==> src/rtl/uart_host_pkg.sv <==
package uart_host_pkg;
    localparam int ADDR_W = 3;
    localparam int DATA_W = 8;

    typedef enum logic [ADDR_W-1:0] {
        OFF_DATA  = 3'd0,
        OFF_IEN   = 3'd1,
        OFF_IID   = 3'd2,
        OFF_LCTL  = 3'd3,
        OFF_MCTL  = 3'd4,
        OFF_LSTAT = 3'd5,
        OFF_MSTAT = 3'd6,
        OFF_SCR   = 3'd7
    } reg_off_e;
endpackage

==> src/rtl/uart_addr_latch.sv <==
module uart_addr_latch #(
    parameter int AW = uart_host_pkg::ADDR_W
) (
    input  logic          clk,
    input  logic          rst,
    input  logic          stb_n_i,
    input  logic [AW-1:0] addr_i,
    output logic [AW-1:0] addr_o
);
    logic [AW-1:0] lat_d, lat_q;

    always_comb begin
        lat_d  = stb_n_i ? lat_q : addr_i;
        addr_o = lat_d;
    end

    always_ff @(posedge clk) begin
        if (rst) lat_q <= '0;
        else     lat_q <= lat_d;
    end

    // with the strobe high across two edges the offset must not move
    p_hold_offset_r2: assert property (@(posedge clk) disable iff (rst)
        (stb_n_i && $past(stb_n_i) && !$past(rst)) |-> $stable(addr_o));
endmodule

==> src/rtl/uart_access_ctl.sv <==
module uart_access_ctl (
    input  logic clk,
    input  logic rst,
    input  logic sel0_i,
    input  logic sel1_i,
    input  logic sel2_n_i,
    input  logic rd_i,
    input  logic rd_n_i,
    input  logic wr_i,
    input  logic wr_n_i,
    output logic rd_en_o,
    output logic rd_first_o,
    output logic wr_first_o
);
    typedef struct packed {
        logic rd_prev;
        logic wr_prev;
    } trk_t;

    trk_t trk_d, trk_q;
    logic chosen, wr_en;

    always_comb begin
        chosen     = sel0_i & sel1_i & ~sel2_n_i;
        rd_en_o    = chosen & (rd_i | ~rd_n_i);
        wr_en      = chosen & (wr_i | ~wr_n_i);
        rd_first_o = rd_en_o & ~trk_q.rd_prev & ~rst;
        wr_first_o = wr_en & ~trk_q.wr_prev & ~rst;
        trk_d.rd_prev = rd_en_o;
        trk_d.wr_prev = wr_en;
    end

    always_ff @(posedge clk) begin
        if (rst) trk_q <= '0;
        else     trk_q <= trk_d;
    end

    // one write edge per enabled interval
    p_single_write_r4: assert property (@(posedge clk) disable iff (rst)
        wr_first_o |=> !wr_first_o);
    // one read edge per enabled interval
    p_single_read_r8: assert property (@(posedge clk) disable iff (rst)
        rd_first_o |=> !rd_first_o);
endmodule

==> src/rtl/uart_reg_bank.sv <==
module uart_reg_bank #(
    parameter int DW     = uart_host_pkg::DATA_W,
    parameter int AW     = uart_host_pkg::ADDR_W,
    parameter int IEN_W  = 4,
    parameter int MCTL_W = 5,
    parameter int IID_W  = 4
) (
    input  logic            clk,
    input  logic            rst,
    input  logic [AW-1:0]   off_i,
    input  logic            rd_en_i,
    input  logic            rd_first_i,
    input  logic            wr_first_i,
    input  logic [DW-1:0]   wdata_i,
    input  logic [DW-1:0]   rx_data_i,
    input  logic [DW-1:0]   lstat_i,
    input  logic [DW-1:0]   mstat_i,
    input  logic [IID_W-1:0] iid_i,
    output logic [DW-1:0]   rdata_o,
    output logic [DW-1:0]   thr_o,
    output logic [2*DW-1:0] div_o,
    output logic [DW-1:0]   lctl_o,
    output logic [IEN_W-1:0] ien_o,
    output logic [MCTL_W-1:0] mctl_o,
    output logic            tx_load_o,
    output logic            rx_ack_o
);
    import uart_host_pkg::*;

    localparam logic [DW-1:0] IID_IDLE = DW'(1);

    typedef struct packed {
        logic [IEN_W-1:0]  ien;
        logic [DW-1:0]     lctl;
        logic [MCTL_W-1:0] mctl;
        logic [DW-1:0]     scr;
        logic [DW-1:0]     iid;
        logic              tx_load;
        logic              rx_ack;
    } ctl_t;

    typedef struct packed {
        logic [DW-1:0] thr;
        logic [DW-1:0] dll;
        logic [DW-1:0] dlm;
    } keep_t;

    ctl_t     c_d, c_q;
    keep_t    k_d, k_q;
    logic     bank;
    reg_off_e off;
    logic [DW-1:0] rd_val;

    always_comb begin
        c_d         = c_q;
        k_d         = k_q;
        bank        = c_q.lctl[DW-1];
        off         = reg_off_e'(off_i);
        c_d.iid     = DW'(iid_i);
        c_d.tx_load = 1'b0;
        c_d.rx_ack  = rd_first_i & (off == OFF_DATA) & ~bank;
        if (wr_first_i) begin
            case (off)
                OFF_DATA: begin
                    if (bank) k_d.dll = wdata_i;
                    else begin
                        k_d.thr     = wdata_i;
                        c_d.tx_load = 1'b1;
                    end
                end
                OFF_IEN: begin
                    if (bank) k_d.dlm = wdata_i;
                    else      c_d.ien = wdata_i[IEN_W-1:0];
                end
                OFF_LCTL: c_d.lctl = wdata_i;
                OFF_MCTL: c_d.mctl = wdata_i[MCTL_W-1:0];
                OFF_SCR:  c_d.scr  = wdata_i;
                default:  ;
            endcase
        end

        case (off)
            OFF_DATA:  rd_val = bank ? k_q.dll : rx_data_i;
            OFF_IEN:   rd_val = bank ? k_q.dlm : DW'(c_q.ien);
            OFF_IID:   rd_val = c_q.iid;
            OFF_LCTL:  rd_val = c_q.lctl;
            OFF_MCTL:  rd_val = DW'(c_q.mctl);
            OFF_LSTAT: rd_val = lstat_i;
            OFF_MSTAT: rd_val = mstat_i;
            default:   rd_val = c_q.scr;
        endcase
        rdata_o = rd_en_i ? rd_val : '0;
    end

    always_ff @(posedge clk) begin
        if (rst) begin
            c_q     <= '0;
            c_q.iid <= IID_IDLE;
        end else begin
            c_q <= c_d;
        end
    end

    always_ff @(posedge clk) k_q <= k_d;

    assign thr_o     = k_q.thr;
    assign div_o     = {k_q.dlm, k_q.dll};
    assign lctl_o    = c_q.lctl;
    assign ien_o     = c_q.ien;
    assign mctl_o    = c_q.mctl;
    assign tx_load_o = c_q.tx_load;
    assign rx_ack_o  = c_q.rx_ack;

    // control registers come out of reset cleared
    p_reset_clear_r9: assert property (@(posedge clk) disable iff (rst)
        $past(rst) |-> (ien_o == '0 && lctl_o == '0 && mctl_o == '0));
    // divisor untouched by reset
    p_div_kept_r10: assert property (@(posedge clk) disable iff (rst)
        $past(rst) |-> $stable(div_o));
    // load pulse lasts one cycle
    p_load_pulse_r7: assert property (@(posedge clk) disable iff (rst)
        tx_load_o |=> !tx_load_o);
endmodule

==> src/rtl/uart_host_regs.sv <==
module uart_host_regs #(
    parameter int DW     = uart_host_pkg::DATA_W,
    parameter int AW     = uart_host_pkg::ADDR_W,
    parameter int IEN_W  = 4,
    parameter int MCTL_W = 5,
    parameter int IID_W  = 4
) (
    input  logic              clk,
    input  logic              mst_rst,
    input  logic [AW-1:0]     addr_i,
    input  logic              adstb_n_i,
    input  logic              sel0_i,
    input  logic              sel1_i,
    input  logic              sel2_n_i,
    input  logic              rd_i,
    input  logic              rd_n_i,
    input  logic              wr_i,
    input  logic              wr_n_i,
    input  logic [DW-1:0]     wdata_i,
    input  logic [DW-1:0]     rx_data_i,
    input  logic [DW-1:0]     lstat_i,
    input  logic [DW-1:0]     mstat_i,
    input  logic [IID_W-1:0]  int_id_i,
    output logic [DW-1:0]     rdata_o,
    output logic [DW-1:0]     thr_o,
    output logic [2*DW-1:0]   divisor_o,
    output logic [DW-1:0]     lctl_o,
    output logic [IEN_W-1:0]  ien_o,
    output logic [MCTL_W-1:0] mctl_o,
    output logic              tx_load_o,
    output logic              rx_ack_o
);
    logic [AW-1:0] off;
    logic rd_en, rd_first, wr_first;

    uart_addr_latch #(.AW(AW)) u_alat (
        .clk(clk), .rst(mst_rst), .stb_n_i(adstb_n_i),
        .addr_i(addr_i), .addr_o(off)
    );

    uart_access_ctl u_acc (
        .clk(clk), .rst(mst_rst),
        .sel0_i(sel0_i), .sel1_i(sel1_i), .sel2_n_i(sel2_n_i),
        .rd_i(rd_i), .rd_n_i(rd_n_i), .wr_i(wr_i), .wr_n_i(wr_n_i),
        .rd_en_o(rd_en), .rd_first_o(rd_first), .wr_first_o(wr_first)
    );

    uart_reg_bank #(
        .DW(DW), .AW(AW), .IEN_W(IEN_W), .MCTL_W(MCTL_W), .IID_W(IID_W)
    ) u_bank (
        .clk(clk), .rst(mst_rst), .off_i(off),
        .rd_en_i(rd_en), .rd_first_i(rd_first), .wr_first_i(wr_first),
        .wdata_i(wdata_i), .rx_data_i(rx_data_i),
        .lstat_i(lstat_i), .mstat_i(mstat_i), .iid_i(int_id_i),
        .rdata_o(rdata_o), .thr_o(thr_o), .div_o(divisor_o),
        .lctl_o(lctl_o), .ien_o(ien_o), .mctl_o(mctl_o),
        .tx_load_o(tx_load_o), .rx_ack_o(rx_ack_o)
    );

    // an acknowledge only follows an enabled read
    p_ack_after_read_r8: assert property (@(posedge clk) disable iff (mst_rst)
        rx_ack_o |-> $past(rd_en));
    // a load pulse only follows a qualified select
    p_load_needs_sel_r1: assert property (@(posedge clk) disable iff (mst_rst)
        tx_load_o |-> $past(sel0_i && sel1_i && !sel2_n_i));
endmodule

==> config.mk <==
export PLATFORM = sky130hd
export DESIGN_NAME = uart_host_regs
export DESIGN_NICKNAME = d
export VERILOG_FILES = /design/src/rtl/uart_host_pkg.sv /design/src/rtl/uart_addr_latch.sv /design/src/rtl/uart_access_ctl.sv /design/src/rtl/uart_reg_bank.sv /design/src/rtl/uart_host_regs.sv
export SDC_FILE = /design/constraint.sdc
export NUM_CORES = 1
export LEC_CHECK = 0
export BUFFER_PORTS_ARGS = -buffer_cell sky130_fd_sc_hd__buf_4
export CORE_MARGIN = 4
export CORE_UTILIZATION = 51
export DETAILED_ROUTE_END_ITERATION = 8
export GPL_ROUTABILITY_DRIVEN = 0
export PLACE_DENSITY = 0.87
export SYNTH_ARGS = -nofsm -noshare
export SYNTH_HDL_FRONTEND = slang
export SYNTH_SLANG_ARGS = --single-unit
==> constraint.sdc <==
create_clock -name clk -period 2.8 [get_ports clk]
set_input_delay 0.42 -clock clk [delete_from_list [all_inputs] [get_ports clk]]
set_output_delay 0.42 -clock clk [all_outputs]
set_load 0.01 [all_outputs]
==> Yosys cells after proc, flatten, opt, wreduce, memory -nomap -nowiden <==
Index checks and enable logic that the tools add are counted.
{ "op_classes": {"n_addsub": 0, "n_mul": 0, "div_mod_pow": 0, "n_lt_le_gt_ge": 0, "n_eq_ne": 7, "shifts": 0, "muxes": 6, "bitwise_logic": 21, "n_reduce_logical": 9} }
{ "op_table": {"columns": ["op", "count"], "rows": [
  ["$pmux W8 S7", 1],
  ["$mux W8", 3],
  ["$eq A3 B3 Y1 const B", 4],
  ["$reduce_and A3 Y1", 4],
  ["$and A1 B1 Y1", 10],
  ["$not A1 Y1", 9],
  ["$eq A3 B2 Y1 const B", 2],
  ["$reduce_and A2 Y1", 3],
  ["$eq A3 B1 Y1 const B", 1],
  ["$logic_not A3 Y1", 1],
  ["$mux W3", 1],
  ["$reduce_or A3 Y1", 1],
  ["$or A1 B1 Y1", 2],
  ["$mux W1", 1]
]} }
{ "word_totals": {"reg_bits": 64, "latch_bits": 0, "ramBits": 0, "rom_bits": 0, "in_bits": 49, "out_inout_bits": 51, "word_cells": 57, "memories": 0} }

==> Depth between registers and ports, before layout <==
{ "depth": {"depth_word": 7, "ltp_mapped": 6, "ltp_nobuf": 4} }

==> By module <==
A second synthesis with hierarchy kept.
{ "unflattened": {"cells_unflattened": 286, "area_unflattened_um2": 2832.7} }
{ "by_module_without_submodules": {"columns": ["mod", "instances", "cells_each", "area_per_inst_um2", "seq_area_each_um2"], "rows": [
  ["uart_reg_bank", 1, 266, 2593.7, 1341.3],
  ["uart_addr_latch", 1, 9, 127.6, 60.1],
  ["uart_access_ctl", 1, 11, 111.4, 40.0]
]} }

==> Least setup slack after synthesis <==
Ideal clock, no wire load.
{ "synth_timing": {"path_kind": "input -> register", "from": "input port mst_rst", "to": "register u_bank.k_q (netlist bit u_bank.div_o[0]), enable pin", "setup_time_ns": 0.383, "arrival_ns": 1.953, "required_ns": 2.417, "path_slack_ns": 0.464, "cell_stages": 5, "n_path_buf": 3, "path_cell_list": "buf_4 -> or4_4 -> buf_6 -> buf_6 -> nor3_1"} }
{ "synth_via": {"elab_chain_cells": 3} }
{ "synth_lines": {"columns": ["item", "line", "text"], "rows": [
  ["start, declared", "uart_host_regs.sv:9", "input logic mst_rst,"],
  ["$not A1 Y1", "uart_access_ctl.sv:28", "wr_first_o = wr_en & ~trk_q.wr_prev & ~rst;"],
  ["$and A1 B1 Y1", "uart_access_ctl.sv:28", null],
  ["$reduce_and A3 Y1 (no source line)", null, null],
  ["end signal, assigned", "uart_reg_bank.sv:104", "always_ff @(posedge clk) k_q <= k_d;"],
  ["end, declared", "uart_reg_bank.sv:49", "keep_t k_d, k_q;"]
]} }
Every way passes these cells.
A chain may end at the register's enable or synchronous reset.

==> Worst setup path after layout <==
{ "layout_timing": {"from": "register u_alat.lat_q[2]", "to": "output port rdata_o[5]"} }
{ "layout_via": {"elab_chain_cells": 4, "elab_cells_between_ends": 10, "classes_between": "eq/ne (6); mux (3); reduce/logical (1)"} }
{ "layout_lines": {"columns": ["item", "line", "text"], "rows": [
  ["start, declared", "uart_addr_latch.sv:10", "logic [AW-1:0] lat_d, lat_q;"],
  ["start signal, assigned", "uart_addr_latch.sv:19", "else lat_q <= lat_d;"],
  ["$mux W3 *", "uart_addr_latch.sv:13", "lat_d = stb_n_i ? lat_q : addr_i;"],
  ["$eq A3 B3 Y1, or another cell as far along", "uart_reg_bank.sv:82", "case (off)"],
  ["$pmux W8 S7 *", "uart_reg_bank.sv:82", null],
  ["$mux W8 *", "uart_reg_bank.sv:92", "rdata_o = rd_en_i ? rd_val : '0;"],
  ["end, declared", "uart_host_regs.sv:24", "output logic [DW-1:0] rdata_o,"]
]} }
Every way passes the cells marked *; elsewhere a longest branch is shown, timed or not.

==> summary.txt <==
Status
  – Result of the run: complete, no violations

Worst setup path
  – Delay of the slowest cell on the worst path: about 0.5 ns
  – Worst Setup End Kind: primary output
  – Critical path launch point type: register
  – Ordered cell list for the critical path: mux2_2 -> nand3_2 -> o221a_2 -> buf_4
  – Crit-path slowest cell: sky130_fd_sc_hd__mux2_2
  – R2R Setup Slk: 0.82 ns
  – Arrival time of the worst setup path: approximately 2.2 ns
  – Crit Path Class: register to primary output
  – Largest driver fanout on the critical path: 17
  – Endpoint required time on the critical path: 2.38 ns

Clocking
  – Total clock sinks: 60
  – Depth of the CTS H-tree: 3
  – Worst-Skew Late Latency: about 0.35 ns
  – Deepest clock path buffer count: 2
  – Clock transition at the registers of the reported paths: around 0.06 ns
  – Number of buffers inserted during clock tree synthesis: 9
  – Post-cts hold buffer count: 0
  – Cell at the root of the clock tree: sky130_fd_sc_hd__clkbuf_8
  – CTS tree: yes

Floorplan
  – Number of rows created at floorplan: 28
  – Placeable core region: roughly 6000 µm²
  – Floorplan die area: approximately 7500 µm²
  – Die Span Y: just under 90 µm
  – Floorplan die width: a little under 90 µm
  – Starting density of the core: between 50% and 60%
  – Count of pins on the block boundary: 100

STA
  – Final TNS setup: 0 ns
  – Fin crit period: 2.64 ns
  – Post-route fraction of the period consumed by the critical path: ~94%
  – Worst path setup slack after routing: between 0.15 and 0.2 ns
  – Relative slew margins: between 60% and 70%
  – Worst-margin pin slew: 0.549 ns
  – Layout Skew: 0.00937 ns
  – Max Slew Vio Count: 0
  – Maximum clock frequency: 0.378 GHz
  – Setup-violating endpoint count in the final report: 0
  – Number of endpoints with negative hold slack in the final report: 0
  – RSZ-0062 raised after global routing: false
  – Worst-case hold slack: about 0.25 ns

Route
  – Final WL: 9800 µm
  – Via-to-Cell Ratio: between 6 and 7
  – Remaining design rule violation count: 0
  – Wirelength per Cell: ~21 µm
  – Initial detailed-routing violation count: around 360
  – Count of antenna-violating nets left after detailed routing: 0
  – Total via count in the routed design: about 3000
  – First-pass iteration count of the detailed router: 7

Synth
  – Main combinational cell family by area after synthesis: compound AO/OA/AOI/OAI gates
  – Arithmetic-cell share of the synthesized area counting full adders, half adders and majority gates: 0%
  – Sequential share of the synthesized area: a little under half
  – Largest area contributor in the netlist: sky130_fd_sc_hd__dfxtp_1
  – Yosys Warn Count: 0
  – Post-Syn Area per Cell: 10.1 µm²
  – Ys flop type: sky130_fd_sc_hd__dfxtp_1
  – Post-synthesis cell count: 311
  – Proportion of netlist area held by the largest area contributor: approximately 23%
  – Mux share of post-synthesis cell area: approximately 7.7%
  – Cell types occupying the most area after synthesis: sky130_fd_sc_hd__dfxtp_1 23%, sky130_fd_sc_hd__edfxtp_1 23%, sky130_fd_sc_hd__o21ai_0 4.9%
  – Xor/xnor share of the synthesized area: 0%
  – Register bit count reported by yosys: 60
  – Distinct cells, synth: 54
  – Synth async-reset ratio: 0%
  – Commonest cells post-synth: 36 x sky130_fd_sc_hd__dfxtp_1, 31 x sky130_fd_sc_hd__o21ai_0, 30 x sky130_fd_sc_hd__a21oi_1
  – Simple logic cell fraction of the synthesized area: 17.6%
  – Number of nets in the synthesized netlist: 360
  – Cell with the most instances after synthesis: sky130_fd_sc_hd__dfxtp_1
  – Cell area after synthesis: approximately 3100 µm²
  – Number of synthesized flops with an enable pin: 24
  – Post-synthesis compound-gate area fraction: just under 20%

Hold path
  – Path class of the lowest-slack min-delay path: input port to register

Place
  – Estimated wirelength of the detail-placed design: 7000 µm
  – Count of port buffers added during placement: slightly below 100
  – Dpl ws: approximately 0.28 ns

Final layout
  – Total number of nets in the final design: roughly 440
  – Ant diodes: 0
  – P&R area growth vs syn: 25.3%
  – Fill count: ~500
  – Layout cells sized above 1: approximately 38%

GRT
  – Global-route wire length before repair: approximately 15000 µm
  – Via count of the first global-routing pass: 2774
  – Antenna violations before repair: 0
  – Total congestion overflow after global routing: 0
  – Maximum number of pins on one net before global-route repair: 37
  – Global routing usage summed across all routing layers: 26.7%

Run
  – Number of maximum-capacitance constraint violations: 0

Power and ir drop
  – Maximum vdd drop: between 0.4 and 0.5 mV
  – Reported leakage power: between 1 and 1.5 nW
  – Ratio of total power to cell area: 466 nW/µm²
-- final timing paths --
path                                end                        from  cells after the start
max reg2reg   u_bank.thr_o[1]$_DFFE_PP_  u_alat.lat_q[2]$_SDFF_PP0_                      5
min reg2reg  u_bank.rx_ack_o$_SDFF_PP0_   u_acc.trk_q[1]$_SDFF_PP0_                      1
max                          rdata_o[5]  u_alat.lat_q[2]$_SDFF_PP0_                      4
min            u_bank.c_q[2]$_SDFF_PP1_                 int_id_i[0]                      2
-- cell families after synthesis --
group | count (synthesis)
simple gates | 91
flops | 60
compound gates | 100
buf+inv | 43
mux | 17
-- metrics by stage --
step / power, mW / instance area [µm²] / instances / util [%]
after detailed placement: 1.19 / 3770 / 454 / 63.3
final: 1.83 / 3940 / 470 / 66.1
after global routing: 1.90 / 3940 / 470 / 66.1
after CTS: 1.83 / 3930 / 470 / 66.0
after floorplan: 1.09 / 3140 / 311 / -
after global placement: 1.18 / 3770 / 454 / 63.3
-- placed cells by master (no fill, tap or decap), types with 2 or more instances in the layout --
master	count
sky130_fd_sc_hd__nand2b_1	2
sky130_fd_sc_hd__inv_1	3
sky130_fd_sc_hd__nor2_1	9
sky130_fd_sc_hd__nand4_1	6
sky130_fd_sc_hd__mux2i_1	5
sky130_fd_sc_hd__a21oi_1	30
sky130_fd_sc_hd__clkinvlp_4	2
sky130_fd_sc_hd__o21ai_0	31
sky130_fd_sc_hd__mux2_2	6
sky130_fd_sc_hd__a31oi_1	5
sky130_fd_sc_hd__or2_2	2
sky130_fd_sc_hd__mux4_2	2
sky130_fd_sc_hd__nand3_1	28
sky130_fd_sc_hd__nor2b_1	9
sky130_fd_sc_hd__a22oi_1	3
sky130_fd_sc_hd__o211ai_1	3
sky130_fd_sc_hd__o31ai_1	4
sky130_fd_sc_hd__clkbuf_8	9
sky130_fd_sc_hd__buf_4	108
sky130_fd_sc_hd__or3b_1	2
sky130_fd_sc_hd__edfxtp_1	24
sky130_fd_sc_hd__nand2_1	10
sky130_fd_sc_hd__nand3b_1	3
sky130_fd_sc_hd__dfxtp_1	36
sky130_fd_sc_hd__a211oi_1	2
sky130_fd_sc_hd__o221ai_1	3
sky130_fd_sc_hd__nor3_1	9
sky130_fd_sc_hd__o32ai_1	2
sky130_fd_sc_hd__o221a_2	4
sky130_fd_sc_hd__mux2i_4	3
sky130_fd_sc_hd__a21o_1	3
sky130_fd_sc_hd__clkinv_1	2
sky130_fd_sc_hd__clkinv_2	2
-- power by group --
part | internal, mW | leakage (nW) | total [mW] | switching, mW
Sequential | 0.915 | 0.508 | 0.925 | 0.00927
Combinational | 0.109 | 0.879 | 0.253 | 0.144
Clock | 0.311 | 0.0771 | 0.657 | 0.346
-- layout make-up --
type / instances / area [µm²] / area share, %
clock buffer: 10 / 128 / 3.24
multi-input combinational: 208 / 1420 / 36.0
timing repair buffer: 108 / 811 / 20.6
tap: 75 / 93.8 / 2.38
inverter: 3 / 11.3 / 0.286
sequential: 60 / 1440 / 36.6
clock inverter: 6 / 32.5 / 0.826
-- flip-flops by register name, summed over array words and instances, names as in the netlist --
signal	count
u_bank.thr_o	8
u_bank.tx_load_o	1
u_bank.ien_o	4
u_alat.lat_q	3
u_bank.mctl_o	5
u_bank.lctl_o	8
u_bank.div_o	16
u_acc.trk_q	2
u_bank.c_q	12
u_bank.rx_ack_o	1
-- worst max-delay path, delay by kind of cell, from the launching register on --
family,cells,cell delay [ns]
compound gates,1,0.40
mux,1,0.50
buf+inv,1,0.15
simple gates,1,0.36
flops,1,0.46
-- layer usage --
layer  up-vias  global-route usage (%)  wire (µm)
li1       1321                       -          -
met1      1389                    33.4       3560
met2       237                    43.1       4770
met3        42                    6.75       1090
met4         0                    12.6        377
met5         -                       0          0
-- what timing repair did --
item                       in CTS  in global routing
hold endpoints to repair        0                  0
gates resized for setup         0                  1
buffers inserted                0                  0
setup endpoints to repair       0                  1
Note: power is estimated with default switching activity, not from simulation.
